### src/rtl/pport_pkg.sv
package pport_pkg;
  localparam int unsigned PORT_W   = 8;
  localparam int unsigned OFS_W    = 3;
  localparam int unsigned OFS_DATA = 3;
  localparam int unsigned OFS_SNAP = 5;
  localparam int unsigned OFS_DIR  = 7;
endpackage

### src/rtl/pport_rst_sync.sv
// Reset synchronizer: asserts at once, releases after two clocks
module pport_rst_sync (
  input  logic clk,
  input  logic rst_n,
  output logic rst_sn
);
  logic s1_q, s2_q;

  always_ff @(posedge clk or negedge rst_n) begin
    if (!rst_n) begin
      s1_q <= 1'b0;
      s2_q <= 1'b0;
    end else begin
      s1_q <= 1'b1;
      s2_q <= s1_q;
    end
  end

  assign rst_sn = s2_q;
endmodule

### src/rtl/pport_sync2.sv
// Two-flop synchronizer for a vector of independent bits
module pport_sync2 #(
  parameter int unsigned W = 8
) (
  input  logic         clk,
  input  logic         rst_n,
  input  logic [W-1:0] d,
  output logic [W-1:0] q
);
  logic [W-1:0] s1_q, s2_q;

  always_ff @(posedge clk or negedge rst_n) begin
    if (!rst_n) begin
      s1_q <= '0;
      s2_q <= '0;
    end else begin
      s1_q <= d;
      s2_q <= s1_q;
    end
  end

  assign q = s2_q;
endmodule

### src/rtl/pport_snap.sv
// Rising-edge detect on the synchronized strobe and delayed pin capture
module pport_snap #(
  parameter int unsigned W = 8
) (
  input  logic         clk,
  input  logic         rst_n,
  input  logic         strb_sync,
  input  logic [W-1:0] pins_sync,
  output logic [W-1:0] snap,
  output logic         cap_pend,
  output logic         strb_prev
);
  logic         prev_q, prev_d;
  logic         cap_q, cap_d;
  logic [W-1:0] snap_q, snap_d;
  logic         rise;

  always_comb begin
    rise   = strb_sync & ~prev_q;
    prev_d = strb_sync;
    cap_d  = rise;
    snap_d = cap_q ? pins_sync : snap_q;
  end

  always_ff @(posedge clk or negedge rst_n) begin
    if (!rst_n) begin
      prev_q <= 1'b0;
      cap_q  <= 1'b0;
      snap_q <= '0;
    end else begin
      prev_q <= prev_d;
      cap_q  <= cap_d;
      snap_q <= snap_d;
    end
  end

  assign snap      = snap_q;
  assign cap_pend  = cap_q;
  assign strb_prev = prev_q;
endmodule

### src/rtl/bidir_strobe_port.sv
module bidir_strobe_port
  import pport_pkg::*;
#(
  parameter int unsigned W  = PORT_W,
  parameter int unsigned AW = OFS_W
) (
  input  logic          clk,
  input  logic          rst_n,
  input  logic [AW-1:0] reg_addr,
  input  logic          reg_wr,
  input  logic          reg_rd,
  input  logic [W-1:0]  reg_wdata,
  output logic [W-1:0]  reg_rdata,
  input  logic [W-1:0]  pin_in,
  output logic [W-1:0]  pin_out,
  output logic [W-1:0]  pin_oe,
  input  logic          strobe_in
);
  localparam logic [AW-1:0] A_DATA = AW'(OFS_DATA);
  localparam logic [AW-1:0] A_SNAP = AW'(OFS_SNAP);
  localparam logic [AW-1:0] A_DIR  = AW'(OFS_DIR);

  logic         rst_sn;
  logic [W-1:0] pins_sync;
  logic         strb_sync;
  logic [W-1:0] snap_q;
  logic         cap_q;
  logic         strb_prev;

  logic [W-1:0] dir_q, dir_d, out_q, out_d;
  logic         dir_we, out_we;

  pport_rst_sync u_rst (
    .clk    (clk),
    .rst_n  (rst_n),
    .rst_sn (rst_sn)
  );

  pport_sync2 #(.W(W)) u_pin_sync (
    .clk   (clk),
    .rst_n (rst_sn),
    .d     (pin_in),
    .q     (pins_sync)
  );

  pport_sync2 #(.W(1)) u_strb_sync (
    .clk   (clk),
    .rst_n (rst_sn),
    .d     (strobe_in),
    .q     (strb_sync)
  );

  pport_snap #(.W(W)) u_snap (
    .clk       (clk),
    .rst_n     (rst_sn),
    .strb_sync (strb_sync),
    .pins_sync (pins_sync),
    .snap      (snap_q),
    .cap_pend  (cap_q),
    .strb_prev (strb_prev)
  );

  // register write enables and next state
  always_comb begin
    dir_we = reg_wr && (reg_addr == A_DIR);
    out_we = reg_wr && (reg_addr == A_DATA);
    dir_d  = dir_we ? reg_wdata : dir_q;
    out_d  = out_we ? reg_wdata : out_q;
  end

  always_ff @(posedge clk or negedge rst_sn) begin
    if (!rst_sn) begin
      dir_q <= '0;
      out_q <= '0;
    end else begin
      dir_q <= dir_d;
      out_q <= out_d;
    end
  end

  // read mux: output bits from the latch, input bits from the pins
  always_comb begin
    reg_rdata = '0;
    if (reg_rd) begin
      unique case (reg_addr)
        A_DATA:  reg_rdata = (dir_q & out_q) | (~dir_q & pins_sync);
        A_SNAP:  reg_rdata = snap_q;
        A_DIR:   reg_rdata = dir_q;
        default: reg_rdata = '0;
      endcase
    end
  end

  assign pin_out = out_q;
  assign pin_oe  = dir_q;
endmodule

### config.mk
export PLATFORM = sky130hd
export DESIGN_NAME = bidir_strobe_port
export DESIGN_NICKNAME = d
export VERILOG_FILES = /design/src/rtl/pport_pkg.sv /design/src/rtl/pport_rst_sync.sv /design/src/rtl/pport_sync2.sv /design/src/rtl/pport_snap.sv /design/src/rtl/bidir_strobe_port.sv
export SDC_FILE = /design/constraint.sdc
export NUM_CORES = 1
export LEC_CHECK = 0
export BUFFER_PORTS_ARGS = -buffer_cell sky130_fd_sc_hd__buf_2
export CORE_MARGIN = 3
export CORE_UTILIZATION = 58
export CTS_BUF_LIST = sky130_fd_sc_hd__clkbuf_2
export CTS_CLUSTER_DIAMETER = 120
export DETAILED_ROUTE_END_ITERATION = 8
export GPL_ROUTABILITY_DRIVEN = 0
export GPL_TIMING_DRIVEN = 0
export HOLD_SLACK_MARGIN = 0.15
export PLACE_DENSITY = 0.86
export SLEW_MARGIN = 25
export SYNTH_ARGS = -nofsm -noshare
export SYNTH_HDL_FRONTEND = slang
export SYNTH_HIERARCHICAL = 1
export SYNTH_SLANG_ARGS = --single-unit
### constraint.sdc
create_clock -name clk -period 3.49 [get_ports clk]
set_input_delay 0.349 -clock clk [delete_from_list [all_inputs] [get_ports clk]]
set_output_delay 0.349 -clock clk [all_outputs]
set_load 0.02 [all_outputs]
---- After elaboration in Yosys (flattened, before gate mapping) ----
Cells that the tools add are included.
cells by class
  multiply operators ...................... 0
  order comparisons ....................... 0
  mux-type cells .......................... 2
  bitwise operators ....................... 6
  shifts and indexed selects .............. 0
  div/mod/pow operators ................... 0
  equal/unequal tests ..................... 3
  reductions and logical operators ........ 2
  $add $sub $neg .......................... 0
operators with widths
  operator                                       count
  case mux 8 bit (3 select lines)                1
  AND 8 bit                                      2
  2-to-1 mux 8 bit                               1
  NOT 8 bit                                      1
  OR 8 bit                                       1
  == test 3 bit, second input constant           2
  == test 3 x 2 -> 1 bit, second input constant  1
  logical AND 1 bit                              2
  AND 1 bit                                      1
  NOT 1 bit                                      1
storage, ports and cells
  input port bits ......................... 24
  memory bits (read-only) ................. 0
  memory bits (writable) .................. 0
  bits in latches ......................... 0
  memories kept ........................... 0
  logic and storage cells ................. 24
  output and inout port bits .............. 24
  bits in registers ....................... 46

---- Depth between registers and ports, before layout ----
  word-level depth ........................ 5
  depth in mapped cells ................... 5
  mapped depth without buffers ............ 3

---- Cells and area by module ----
Netlist, hierarchy kept.
by module, submodules not included
  module                      times used  seq. area each (sq um)  area each (sq um)  cells an instance
  bidir_strobe_port           1           400.4                   958.4              80
  pport_sync2 at u_pin_sync   1           400.4                   400.4              16
  pport_snap                  1           250.2                   387.9              20
  pport_rst_sync              1           50.0                    53.8               3
  pport_sync2 at u_strb_sync  1           50.0                    50.0               2

---- Least setup slack after synthesis ----
Ideal clock, no wire load.
  path kind ............................... input to output
  start ................................... input reg_addr[1]
  end ..................................... output reg_rdata[1]
  stages .................................. 5
  required time ........................... 3.141 ns
  arrival ................................. 1.298 ns
  slack ................................... 1.843 ns
  path buffers ............................ 2
  cells stage by stage .................... buf_6 -> buf_6 -> nor2b_4 -> nand2_1 -> a211oi_1
on the way
  word-level cells in the longest chain between the ends .. 3
  elaborated cells between the ends (all ways) .. 5
  those cells by class .................... 3 x eq/ne; 2 x mux
ends and longest elaborated chain
  what                                                            RTL line                 text
  from (decl)                                                     bidir_strobe_port.sv:9   input logic [AW-1:0] reg_addr,
  == test 3 bit / == test 3 x 2 -> 1 bit (equally long branches)  bidir_strobe_port.sv:85  unique case (reg_addr)
  case mux 8 bit (3 select lines) (*)                             bidir_strobe_port.sv:85
  2-to-1 mux 8 bit (*)                                            bidir_strobe_port.sv:84  if (reg_rd) begin
  to (decl)                                                       bidir_strobe_port.sv:13  output logic [W-1:0] reg_rdata,
Mark *: on every way between the ends. The rest lies on a longest branch, timed or not.

---- Final worst setup path ----
  start ................................... register u_pin_sync.s2_q[1] (netlist: u_pin_sync/q[1])
  end ..................................... output reg_rdata[1]
on the way
  word-level cells in the longest chain between the ends .. 4
ends and longest elaborated chain
  what                             RTL line                 text
  from (decl)                      pport_sync2.sv:10        logic [W-1:0] s1_q, s2_q;
  from (signal assigned)           pport_sync2.sv:18        s2_q <= s1_q;
  AND 8 bit                        bidir_strobe_port.sv:86  A_DATA: reg_rdata = (dir_q & out_q) | (~dir_q & pins_sync);
  OR 8 bit                         bidir_strobe_port.sv:86
  case mux 8 bit (3 select lines)  bidir_strobe_port.sv:85
  2-to-1 mux 8 bit                 bidir_strobe_port.sv:84
Every way passes these cells.

==> flow_metrics.env <==
export IMPL_outcome="completed"
export IMPL_cts_htree_levels=2
export IMPL_clock_buffer_count_from_cts=5
export IMPL_yosysWarnings=6
export IMPL_synth_fp_nets=145
export IMPL_worst_ir_drop_vdd_mv=0.326
export IMPL_first_global_vias=1285
export IMPL_power_density_nw_per_um2=489
export IMPL_layout_cells_most_common="buf_2"
export IMPL_routedWlPerCell_microns=16.2
export IMPL_synthAdderAreaFrac_pct=0
export IMPL_postRouteWirelength_microns=3750
export IMPL_cts_resized_gates=0
export IMPL_detail_route_drc_violations=0
export IMPL_area_growth_syn_to_layout_pct=26.2
export IMPL_crit_cells=4
export IMPL_power_leakage_nw=1.11
export IMPL_final_hold_violation_count=0
export IMPL_tritoncts="built"
export IMPL_vertical_die_dimension_microns=62.5
export IMPL_timing_critical_path_max_delay_family="flip-flops"
export IMPL_worst_r2r_path_depth=2
export IMPL_antenna_cells=0
export IMPL_worst_path_largest_cell_delay_ns=0.40
export IMPL_post_cts_setup_buffer_count=0
export IMPL_worst_ep_arrival_time_ns=1.46
export IMPL_synth_compound_area_share_pct=5.81
export IMPL_critical_path_type="reg -> out"
export IMPL_die_area_sq_um=3900
export IMPL_drive_above_1_share_pct=49.5
export IMPL_clock_root_buffer="clkbuf_2"
export IMPL_crit_end_category="output pin"
export IMPL_critPathMaxFanout=2
export IMPL_detail_route_antenna_nets=0
export IMPL_finalMaxSlewViolations=0
export IMPL_global_route_overflow_total=0
export IMPL_final_setup_viol_count=0
export IMPL_vias=1213
export IMPL_nets=213
export IMPL_placementRows=19
export IMPL_clock_insertion_delay_worst_skew_ns=0.40
export IMPL_clock_fmax_mhz=553
export IMPL_worst_path_max_delay_cell="dfrtp_1"
export IMPL_setup_slack_ns=1.68
export IMPL_place_ws_ns=1.73
export IMPL_synth_area_in_xor_xnor_pct=0
export IMPL_layout_core_utilization_pct=80.5
export IMPL_syn_cell_area_sq_um=1850
export IMPL_critical_path_n_buffers_inverters=1
export IMPL_finalClockSkew_ns=0.0155
export IMPL_worst_path_cell_chain="and2b_1 -> o21ai_0 -> a211oi_1 -> buf_2"
export IMPL_totalPowerFinal_w=0.00114
export IMPL_dp_hpwl_microns=2650
export IMPL_combinational_family_with_the_most_area_after_synthesis="multiplexers"
export IMPL_post_cts_hold_buffer_count=10
export IMPL_reg2reg_slack_ns=2.52
export IMPL_placeableCoreArea_sq_um=2900
export IMPL_detail_route_iter0_violations=37
export IMPL_worstHoldPathCells=2
export IMPL_max_cap_violations=0
export IMPL_drt_vias_per_instance=5.23
export IMPL_path_clk_slew_ns=0.20
export IMPL_grt_first_pass_wirelength_microns=6440
export IMPL_grt_start_max_net_pins=28
export IMPL_syn_inst=121
export IMPL_most_frequent_cells_in_the_layout="46 x buf_2, 45 x dfrtp_1, 22 x mux2_2"
export IMPL_initial_utilization_pct=63.8
export IMPL_final_tns_setup_ns=0
export IMPL_critical_path_startpoint_type="flop"
export IMPL_hold_path_class="in -> reg"
export IMPL_antenna_found_initial=0
export IMPL_globalRouteTotalUtil_pct=21.5
export IMPL_unrepaired_setup_endpoints_after_global_routing="false"
export IMPL_share_of_synthesized_area_occupied_by_flip_flops_and_latches_pct=62.2
export IMPL_min_period_ns=1.81
export IMPL_post_synth_mux_area_share_pct=19.9
export IMPL_final_min_period_over_clock_period_pct=51.9
export IMPL_cts_num_sinks=46
export IMPL_buffer_ports_inserted=46
export IMPL_synth_lib_cells_used_distinct=17
export IMPL_tightest_hold_margin_ns=0.184
export IMPL_io_pins=48
export IMPL_first_pass_iters=4
export IMPL_fillCellCount=188
export IMPL_avg_inst_size_synth_sq_um=15.3
export IMPL_timing_critical_path_required_ns=3.14
export IMPL_cts_max_path_buffers=2
export IMPL_synth_simple_area_share_pct=9.47
export IMPL_synth_seq_cells=46
export IMPL_die_w_microns=62.5
## metrics by stage
stage                     std cells  instance area [sq um]
after global placement          209                   2130
final                           232                   2330
after floorplan                 121                   1850
after global routing            232                   2330
after CTS                       228                   2290
after detailed placement        210                   2150
## report_power, final
part           total (W)  internal [W]  switching [W]  leakage (nW)
Clock           0.000210     0.0000591       0.000151        0.0332
Sequential      0.000655      0.000600      0.0000554         0.542
Combinational   0.000276      0.000137       0.000140         0.537
## cells by family (layout without fill, tap and decap cells)
family / after synthesis / in the layout
AO/OA/AOI/OAI: 16 / 16
buffers and inverters: 4 / 73
flip-flops: 46 / 46
multiplexers: 30 / 30
other: 1 / 1
AND/OR/NAND/NOR: 24 / 24
## final timing paths
kind,endpoint,start
worst max-delay path,reg_rdata[1],u_pin_sync/q[1]
worst min-delay path,pin_out[4],reg_wdata[4]
worst max register to register,u_snap/snap[7],u_snap/cap_pend
worst min register to register,u_strb_sync/s1_q,u_rst/rst_sn
max in group asynchronous,u_pin_sync/q[7],u_rst/rst_sn
min in group asynchronous,u_strb_sync/s1_q,u_rst/rst_sn
## layer usage
layer	GRT usage, %	wire (microns)
met1	26.7	1570
met2	36.9	1930
met3	6.83	213
met4	4.96	40
met5	0	0
## flip-flops by register name, indices dropped and copies added, names as in the netlist
register	cells
u_strb_sync/q	1
u_strb_sync/s1_q	1
u_rst/rst_sn	1
u_snap/snap	8
u_snap/cap_pend	1
u_pin_sync/q	8
pin_out	8
u_pin_sync/s1_q	8
pin_oe	8
u_rst/s1_q	1
u_snap/strb_prev	1
## cells in the mapped netlist (all sizes together)
cell type	count	area, sq um
nor3b	2	15.0
conb	1	3.75
nor2b	9	66.3
dfrtp	46	1150
a21oi	6	30.0
mux2	30	368
buf	4	45.0
o21ai	2	10.0
a211oi	2	15.0
and2b	2	15.0
nand2	9	33.8
nand4	1	21.3
a32oi	6	52.6
nand4b	1	23.8
## cell type report
cell class	instances	area (sq um)	area share, %
Buffer	4	45.0	1.93
Clock buffer	8	40.0	1.71
Multi-Input combinational cell	71	654	28.0
Sequential cell	46	1150	49.4
Tap cell	42	52.6	2.25
Timing Repair Buffer	61	390	16.7
Note: power is estimated with default switching activity, not from simulation.
